## config.mk

```make
export PLATFORM = sky130hd
export DESIGN_NAME = btb_top
export DESIGN_NICKNAME = d
export VERILOG_FILES = /design/src/rtl/btb_pkg.sv /design/src/rtl/btb_sat_ctr.sv /design/src/rtl/btb_array.sv /design/src/rtl/btb_lookup.sv /design/src/rtl/btb_top.sv
export SDC_FILE = /design/constraint.sdc
export NUM_CORES = 2
export LEC_CHECK = 0
export BUFFER_PORTS_ARGS = -buffer_cell sky130_fd_sc_hd__buf_2
export CAP_MARGIN = 20
export CORE_ASPECT_RATIO = 0.75
export CORE_MARGIN = 5
export CORE_UTILIZATION = 68
export DETAILED_ROUTE_END_ITERATION = 7
export PLACE_DENSITY = 0.86
export SETUP_SLACK_MARGIN = 0.3
export SKIP_LAST_GASP = 1
export SYNTH_ARGS = -nofsm -noshare
export SYNTH_HDL_FRONTEND = slang
export SYNTH_HIERARCHICAL = 1
export SYNTH_SLANG_ARGS = --single-unit
```

## constraint.sdc

```tcl
create_clock -name clk_i -period 7.4 [get_ports clk_i]
set_clock_uncertainty 0.05 [all_clocks]
set_input_delay 0.37 -clock clk_i [delete_from_list [all_inputs] [get_ports clk_i]]
set_output_delay 0.37 -clock clk_i [all_outputs]
set_load 0.02 [all_outputs]
```

## src/rtl/btb_pkg.sv

```systemverilog
package btb_pkg;

  typedef enum logic [1:0] {
    ACT_NONE  = 2'd0,
    ACT_TRAIN = 2'd1,
    ACT_ALLOC = 2'd2
  } upd_act_e;

  // Only taken misses claim a slot; not-taken misses are dropped.
  function automatic upd_act_e pick_act(input logic req, input logic match, input logic taken);
    if (!req)  return ACT_NONE;
    if (match) return ACT_TRAIN;
    if (taken) return ACT_ALLOC;
    return ACT_NONE;
  endfunction

endpackage

```

## src/rtl/btb_sat_ctr.sv

```systemverilog
module btb_sat_ctr #(
  parameter int W = 2
) (
  input  logic [W-1:0] cnt_i,
  input  logic         taken_i,
  output logic [W-1:0] cnt_o
);
  localparam logic [W-1:0] CNT_MAX = {W{1'b1}};

  always_comb begin
    cnt_o = cnt_i;
    if (taken_i && (cnt_i != CNT_MAX))     cnt_o = cnt_i + W'(1);
    else if (!taken_i && (cnt_i != '0))    cnt_o = cnt_i - W'(1);
  end
endmodule

```

## src/rtl/btb_array.sv

```systemverilog
module btb_array #(
  parameter int ENTRIES = 16,
  parameter int TAG_W   = 26,
  parameter int ADDR_W  = 32,
  parameter int CNT_W   = 2,
  localparam int IDX_W  = $clog2(ENTRIES)
) (
  input  logic              clk_i,
  input  logic              rst_ni,
  input  logic              we_i,
  input  logic [IDX_W-1:0]  widx_i,
  input  logic [TAG_W-1:0]  wtag_i,
  input  logic [ADDR_W-1:0] wtgt_i,
  input  logic [CNT_W-1:0]  wcnt_i,
  input  logic [IDX_W-1:0]  a_idx_i,
  output logic              a_valid_o,
  output logic [TAG_W-1:0]  a_tag_o,
  output logic [ADDR_W-1:0] a_tgt_o,
  output logic [CNT_W-1:0]  a_cnt_o,
  input  logic [IDX_W-1:0]  b_idx_i,
  output logic              b_valid_o,
  output logic [TAG_W-1:0]  b_tag_o,
  output logic [ADDR_W-1:0] b_tgt_o,
  output logic [CNT_W-1:0]  b_cnt_o
);
  logic              valid_q [ENTRIES];
  logic [TAG_W-1:0]  tag_q   [ENTRIES];
  logic [ADDR_W-1:0] tgt_q   [ENTRIES];
  logic [CNT_W-1:0]  cnt_q   [ENTRIES];

  for (genvar e = 0; e < ENTRIES; e++) begin : g_ent
    logic sel;
    assign sel = we_i && (widx_i == IDX_W'(e));

    always_ff @(posedge clk_i or negedge rst_ni) begin
      if (!rst_ni) begin
        valid_q[e] <= 1'b0;
        tag_q[e]   <= '0;
        tgt_q[e]   <= '0;
        cnt_q[e]   <= '0;
      end else if (sel) begin
        valid_q[e] <= 1'b1;
        tag_q[e]   <= wtag_i;
        tgt_q[e]   <= wtgt_i;
        cnt_q[e]   <= wcnt_i;
      end
    end
  end

  assign a_valid_o = valid_q[a_idx_i];
  assign a_tag_o   = tag_q[a_idx_i];
  assign a_tgt_o   = tgt_q[a_idx_i];
  assign a_cnt_o   = cnt_q[a_idx_i];

  assign b_valid_o = valid_q[b_idx_i];
  assign b_tag_o   = tag_q[b_idx_i];
  assign b_tgt_o   = tgt_q[b_idx_i];
  assign b_cnt_o   = cnt_q[b_idx_i];
endmodule

```

## src/rtl/btb_lookup.sv

```systemverilog
module btb_lookup #(
  parameter int ADDR_W      = 32,
  parameter int TAG_W       = 26,
  parameter int INSTR_BYTES = 4
) (
  input  logic [ADDR_W-1:0] pc_i,
  input  logic [TAG_W-1:0]  pc_tag_i,
  input  logic              ent_valid_i,
  input  logic [TAG_W-1:0]  ent_tag_i,
  input  logic [ADDR_W-1:0] ent_tgt_i,
  input  logic              ent_dir_i,
  output logic              hit_o,
  output logic              taken_o,
  output logic [ADDR_W-1:0] next_pc_o
);
  logic [ADDR_W-1:0] seq_pc;

  assign seq_pc    = pc_i + ADDR_W'(INSTR_BYTES);
  assign hit_o     = ent_valid_i && (ent_tag_i == pc_tag_i);
  assign taken_o   = hit_o && ent_dir_i;
  assign next_pc_o = taken_o ? ent_tgt_i : seq_pc;
endmodule

```

## src/rtl/btb_top.sv

```systemverilog
module btb_top
  import btb_pkg::*;
#(
  parameter int ADDR_W      = 32,
  parameter int ENTRIES     = 16,
  parameter int CNT_W       = 2,
  parameter int INSTR_BYTES = 4
) (
  input  logic              clk_i,
  input  logic              rst_ni,
  input  logic [ADDR_W-1:0] fetch_pc_i,
  output logic              hit_o,
  output logic              pred_taken_o,
  output logic [ADDR_W-1:0] next_pc_o,
  input  logic              upd_valid_i,
  input  logic [ADDR_W-1:0] upd_pc_i,
  input  logic              upd_taken_i,
  input  logic [ADDR_W-1:0] upd_target_i
);
  localparam int OFS_W = $clog2(INSTR_BYTES);
  localparam int IDX_W = $clog2(ENTRIES);
  localparam int TAG_W = ADDR_W - IDX_W - OFS_W;
  localparam logic [CNT_W-1:0] CNT_INIT = {1'b1, {(CNT_W-1){1'b0}}};

  logic [IDX_W-1:0]  f_idx, u_idx;
  logic [TAG_W-1:0]  f_tag, u_tag;
  logic              f_valid, u_valid;
  logic [TAG_W-1:0]  f_tag_rd, u_tag_rd;
  logic [ADDR_W-1:0] f_tgt_rd, u_tgt_rd;
  logic [CNT_W-1:0]  f_cnt_rd, u_cnt_rd, u_cnt_nxt;
  logic              u_match, we;
  logic [ADDR_W-1:0] w_tgt;
  logic [CNT_W-1:0]  w_cnt;
  upd_act_e          act;
  logic              unused_lo;

  assign f_idx = fetch_pc_i[OFS_W +: IDX_W];
  assign f_tag = fetch_pc_i[ADDR_W-1 -: TAG_W];
  assign u_idx = upd_pc_i[OFS_W +: IDX_W];
  assign u_tag = upd_pc_i[ADDR_W-1 -: TAG_W];
  assign unused_lo = ^{fetch_pc_i[OFS_W-1:0], upd_pc_i[OFS_W-1:0], f_cnt_rd[CNT_W-2:0]};

  btb_array #(
    .ENTRIES(ENTRIES), .TAG_W(TAG_W), .ADDR_W(ADDR_W), .CNT_W(CNT_W)
  ) u_array (
    .clk_i    (clk_i),
    .rst_ni   (rst_ni),
    .we_i     (we),
    .widx_i   (u_idx),
    .wtag_i   (u_tag),
    .wtgt_i   (w_tgt),
    .wcnt_i   (w_cnt),
    .a_idx_i  (f_idx),
    .a_valid_o(f_valid),
    .a_tag_o  (f_tag_rd),
    .a_tgt_o  (f_tgt_rd),
    .a_cnt_o  (f_cnt_rd),
    .b_idx_i  (u_idx),
    .b_valid_o(u_valid),
    .b_tag_o  (u_tag_rd),
    .b_tgt_o  (u_tgt_rd),
    .b_cnt_o  (u_cnt_rd)
  );

  btb_lookup #(
    .ADDR_W(ADDR_W), .TAG_W(TAG_W), .INSTR_BYTES(INSTR_BYTES)
  ) u_lookup (
    .pc_i       (fetch_pc_i),
    .pc_tag_i   (f_tag),
    .ent_valid_i(f_valid),
    .ent_tag_i  (f_tag_rd),
    .ent_tgt_i  (f_tgt_rd),
    .ent_dir_i  (f_cnt_rd[CNT_W-1]),
    .hit_o      (hit_o),
    .taken_o    (pred_taken_o),
    .next_pc_o  (next_pc_o)
  );

  btb_sat_ctr #(.W(CNT_W)) u_ctr (
    .cnt_i  (u_cnt_rd),
    .taken_i(upd_taken_i),
    .cnt_o  (u_cnt_nxt)
  );

  assign u_match = u_valid && (u_tag_rd == u_tag);
  assign act     = pick_act(upd_valid_i, u_match, upd_taken_i);

  always_comb begin
    we    = (act != ACT_NONE);
    w_cnt = (act == ACT_ALLOC) ? CNT_INIT : u_cnt_nxt;
    w_tgt = upd_taken_i ? upd_target_i : u_tgt_rd;
  end
endmodule

```

==> tab_implementation.tex <==
\begin{tabular}{lr}
\hline
Metric & Value \\
\hline
\multicolumn{2}{l}{\textbf{Setup path}} \\
Kind of end point of the critical path & register \\
Library cell contributing the largest single delay on the critical path & nand3b\_1 \\
Series of cell instances along the critical path & buf\_8 -> mux4\_2 -> a22oi\_1 -> nand2\_1 -> xnor2\_1 -> nand4\_1 -> nor4\_4 -> a41o\_1 -> nor3b\_2 -> nand3b\_1 -> buf\_12 -> mux2\_2 \\
Critical-path maximum fanout & 80 \\
Critical Path RT & just under 8 ns \\
Startpoint kind of the worst setup timing path & input port \\
Buffer and inverter count on the worst path & 2 \\
Critical setup path kind & input port to register \\
Largest delay share family, worst path & simple AND/OR/NAND/NOR gates \\
Delay of the slowest cell on the worst path & 0.75 ns \\
Data arrival time of the critical path & roughly 6.1 ns \\
\multicolumn{2}{l}{\textbf{Pwr}} \\
Part of the power in registers & 0.460 \\
Switching Fraction & 0.282 \\
Peak supply drop & between 0.00015 and 0.0002 V \\
Total power & around 15 mW \\
Share of total power in combinational logic & 0.213 \\
Leakage power summed over all cells & roughly 25 nW \\
Clk pwr share & 0.326 \\
Ratio of total power to cell area & roughly 270 nW/µm² \\
Net switching power figure & 4.37 mW \\
Internal portion of total power & 11.1 mW \\
\multicolumn{2}{l}{\textbf{CTS}} \\
Clock root cell & clkbuf\_16 \\
TritonCTS buffer count & 96 \\
Largest buffer count on any clock path & 3 \\
TritonCTS Sinks & slightly below 1000 \\
Clock slew at the register clock pins of the worst setup and hold paths & roughly 0.060 ns \\
Clock latency on the worst-skew pair & 0.69 ns \\
Maximum level of the CTS H-tree & 3 \\
Clock tree from TritonCTS & built \\
\multicolumn{2}{l}{\textbf{Die}} \\
Placeable core area & 76600 µm² \\
FP Rows & 88 \\
Initial Util & 0.683 \\
Height of the die & $\sim$250 µm \\
Area of the die & $\sim$83000 µm² \\
Width of the die & 330 µm \\
IO Pins & around 130 \\
\multicolumn{2}{l}{\textbf{Timing}} \\
Min Tclk post-route & 5.63 ns \\
Fmax & $\sim$0.18 GHz \\
Post-route worst hold slack & 0.0743 ns \\
Setup repair after global routing missed its margin & no \\
Fraction of the cycle the final worst path needs & 0.761 \\
Total of endpoints with negative setup slack in the final report & 0 \\
Pins Over Slew Limit & 0 \\
Setup TNS after final layout & 0 ns \\
Transition time at the pin with the least slew margin & approximately 1.2 ns \\
Count of final hold-check violations & 0 \\
Relative max-transition margin & 0.227 \\
\multicolumn{2}{l}{\textbf{Global route}} \\
First-pass GRT wire length & between 200 and 250 mm \\
Via count of the first global-routing pass & around 37000 \\
Number of antenna violations at the first check in global routing & 17 \\
Total GRT Usage & 0.375 \\
Global-route congestion overflow total & 0 \\
Pin count of the biggest net entering global routing & 196 \\
\multicolumn{2}{l}{\textbf{Route}} \\
Detailed-route via count & 34700 \\
Routed length per placed instance & 34.1 µm \\
Total wire length & 153 mm \\
Length of the first detailed-routing pass in iterations & 8 \\
Drc violations & 0 \\
Vias per std cell & between 7 and 8 \\
Number of routed nets with antenna violations & 0 \\
DRC marker count from the first detailed-route iteration & 4535 \\
\multicolumn{2}{l}{\textbf{Placed design}} \\
Half-perimeter wire length of the detailed placement result & about 88 mm \\
Area after DPL & roughly 54000 µm² \\
IO Port Bufs & 131 \\
Global placer's final weighted congestion & roughly 0.9 \\
\multicolumn{2}{l}{\textbf{Synthesis}} \\
Post-synthesis instance area & roughly 52000 µm² \\
Mapped Cells & 3404 \\
Yosys warnings & 6 \\
Net Count, Synth & 3507 \\
Synthesized area per cell & 15.4 µm² \\
\multicolumn{2}{l}{\textbf{Outcome}} \\
Run status & completed \\
\multicolumn{2}{l}{\textbf{Finish}} \\
Utilization of the core after routing & 0.745 \\
Finished Cell Area & $\sim$57000 µm² \\
Number of fill cells & around 4400 \\
Ratio of cells with drive above 1 in the final layout & 0.511 \\
Area growth, synth to finish & 9.10\% \\
Final \#Nets & approximately 3500 \\
\multicolumn{2}{l}{\textbf{Run}} \\
Reported max-cap violation count & 0 \\
\multicolumn{2}{l}{\textbf{Hold path}} \\
Class of the worst hold path & input port to register \\
\hline
\end{tabular}
==> routing by layer <==
layer	global-route usage	vias up	wire, µm
li1	-	13200	-
met1	0.510	18300	55100
met2	0.564	2520	70700
met3	0.117	584	19300
met4	0.173	12	8090
met5	0	-	69
==> registers in the layout, summed over array words and instances, names as in the netlist <==
register and cells:
u_array/tgt_q 512, u_array/tag_q 416, u_array/valid_q 16, u_array/cnt_q 32
==> final timing paths <==
kind / startpoint / endpoint / slack (ns) / depth (start not counted)
worst max-delay path: upd_pc_i[2] / u_array/tag_q[339] / 1.77 / 12
worst min-delay path: upd_pc_i[19] / u_array/tag_q[91] / 0.07 / 2
worst max register to register: u_array/tag_q[127] / u_array/tag_q[339] / 1.98 / 11
worst min register to register: u_array/valid_q[9] / u_array/valid_q[9] / 0.45 / 1
max in group asynchronous: rst_ni / u_array/tgt_q[364] / 4.92 / 4
min in group asynchronous: rst_ni / u_array/tag_q[310] / 0.28 / 2
==> what timing repair did <==
item | 4_1_cts | 5_1_grt
gates resized for setup | 0 | 0
buffers inserted | 0 | 0
hold endpoints to repair | 86 | 0
hold buffers | 1 | 0
==> through the flow <==
stage	worst slack [ns]	cells
final	1.77	4502
after global routing	1.71	4497
after CTS	1.80	4490
after detailed placement	1.38	4317
after global placement	1.41	4317
after floorplan	3.47	3404
==> cells in the final DEF (no fill, tap or decap), types with 7 or more instances in the layout <==
cell type and instances:
dfrtp_1 976, mux2_2 847, mux4_2 484, a22oi_1 242
mux2_1 148, nand2_1 129, buf_2 126, clkbuf_16 98
xnor2_1 68, buf_4 63, mux2_4 30, nand4_1 27
clkbuf_8 21, clkbuf_1 21, clkinv_2 18, buf_12 17
nand3_1 15, xor2_1 13, nor2_4 11, diode_2 10
or2_2 10, nor2_1 9, bufinv_16 8, nand2b_1 8
and3_1 7
==> power groups by stage <==
| stage | logic, mW | registers (mW) | clock network (mW) |
|---|---|---|---|
| after floorplan | 2.48 | 6.87 | 0 |
| after global placement | 3.05 | 6.96 | 0 |
| after detailed placement | 3.22 | 7.16 | 0 |
| after CTS | 3.26 | 7.09 | 5.08 |
| after global routing | 3.51 | 7.22 | 5.30 |
| final | 3.31 | 7.13 | 5.06 |
==> final cells by class <==
| cell class | count | area (µm²) | share of cell area |
|---|---|---|---|
| clock inverters | 32 | 388 | 0.00679 |
| clock buffers | 140 | 2820 | 0.0494 |
| inverters | 6 | 22.5 | 0.000394 |
| well taps | 1035 | 1290 | 0.0227 |
| multi-input cells | 2090 | 26600 | 0.465 |
| diodes | 10 | 25.0 | 0.000438 |
| repair buffers | 213 | 1560 | 0.0273 |
| flip-flops and latches | 976 | 24400 | 0.428 |
No activity file was read; power rests on OpenSTA's default activity.
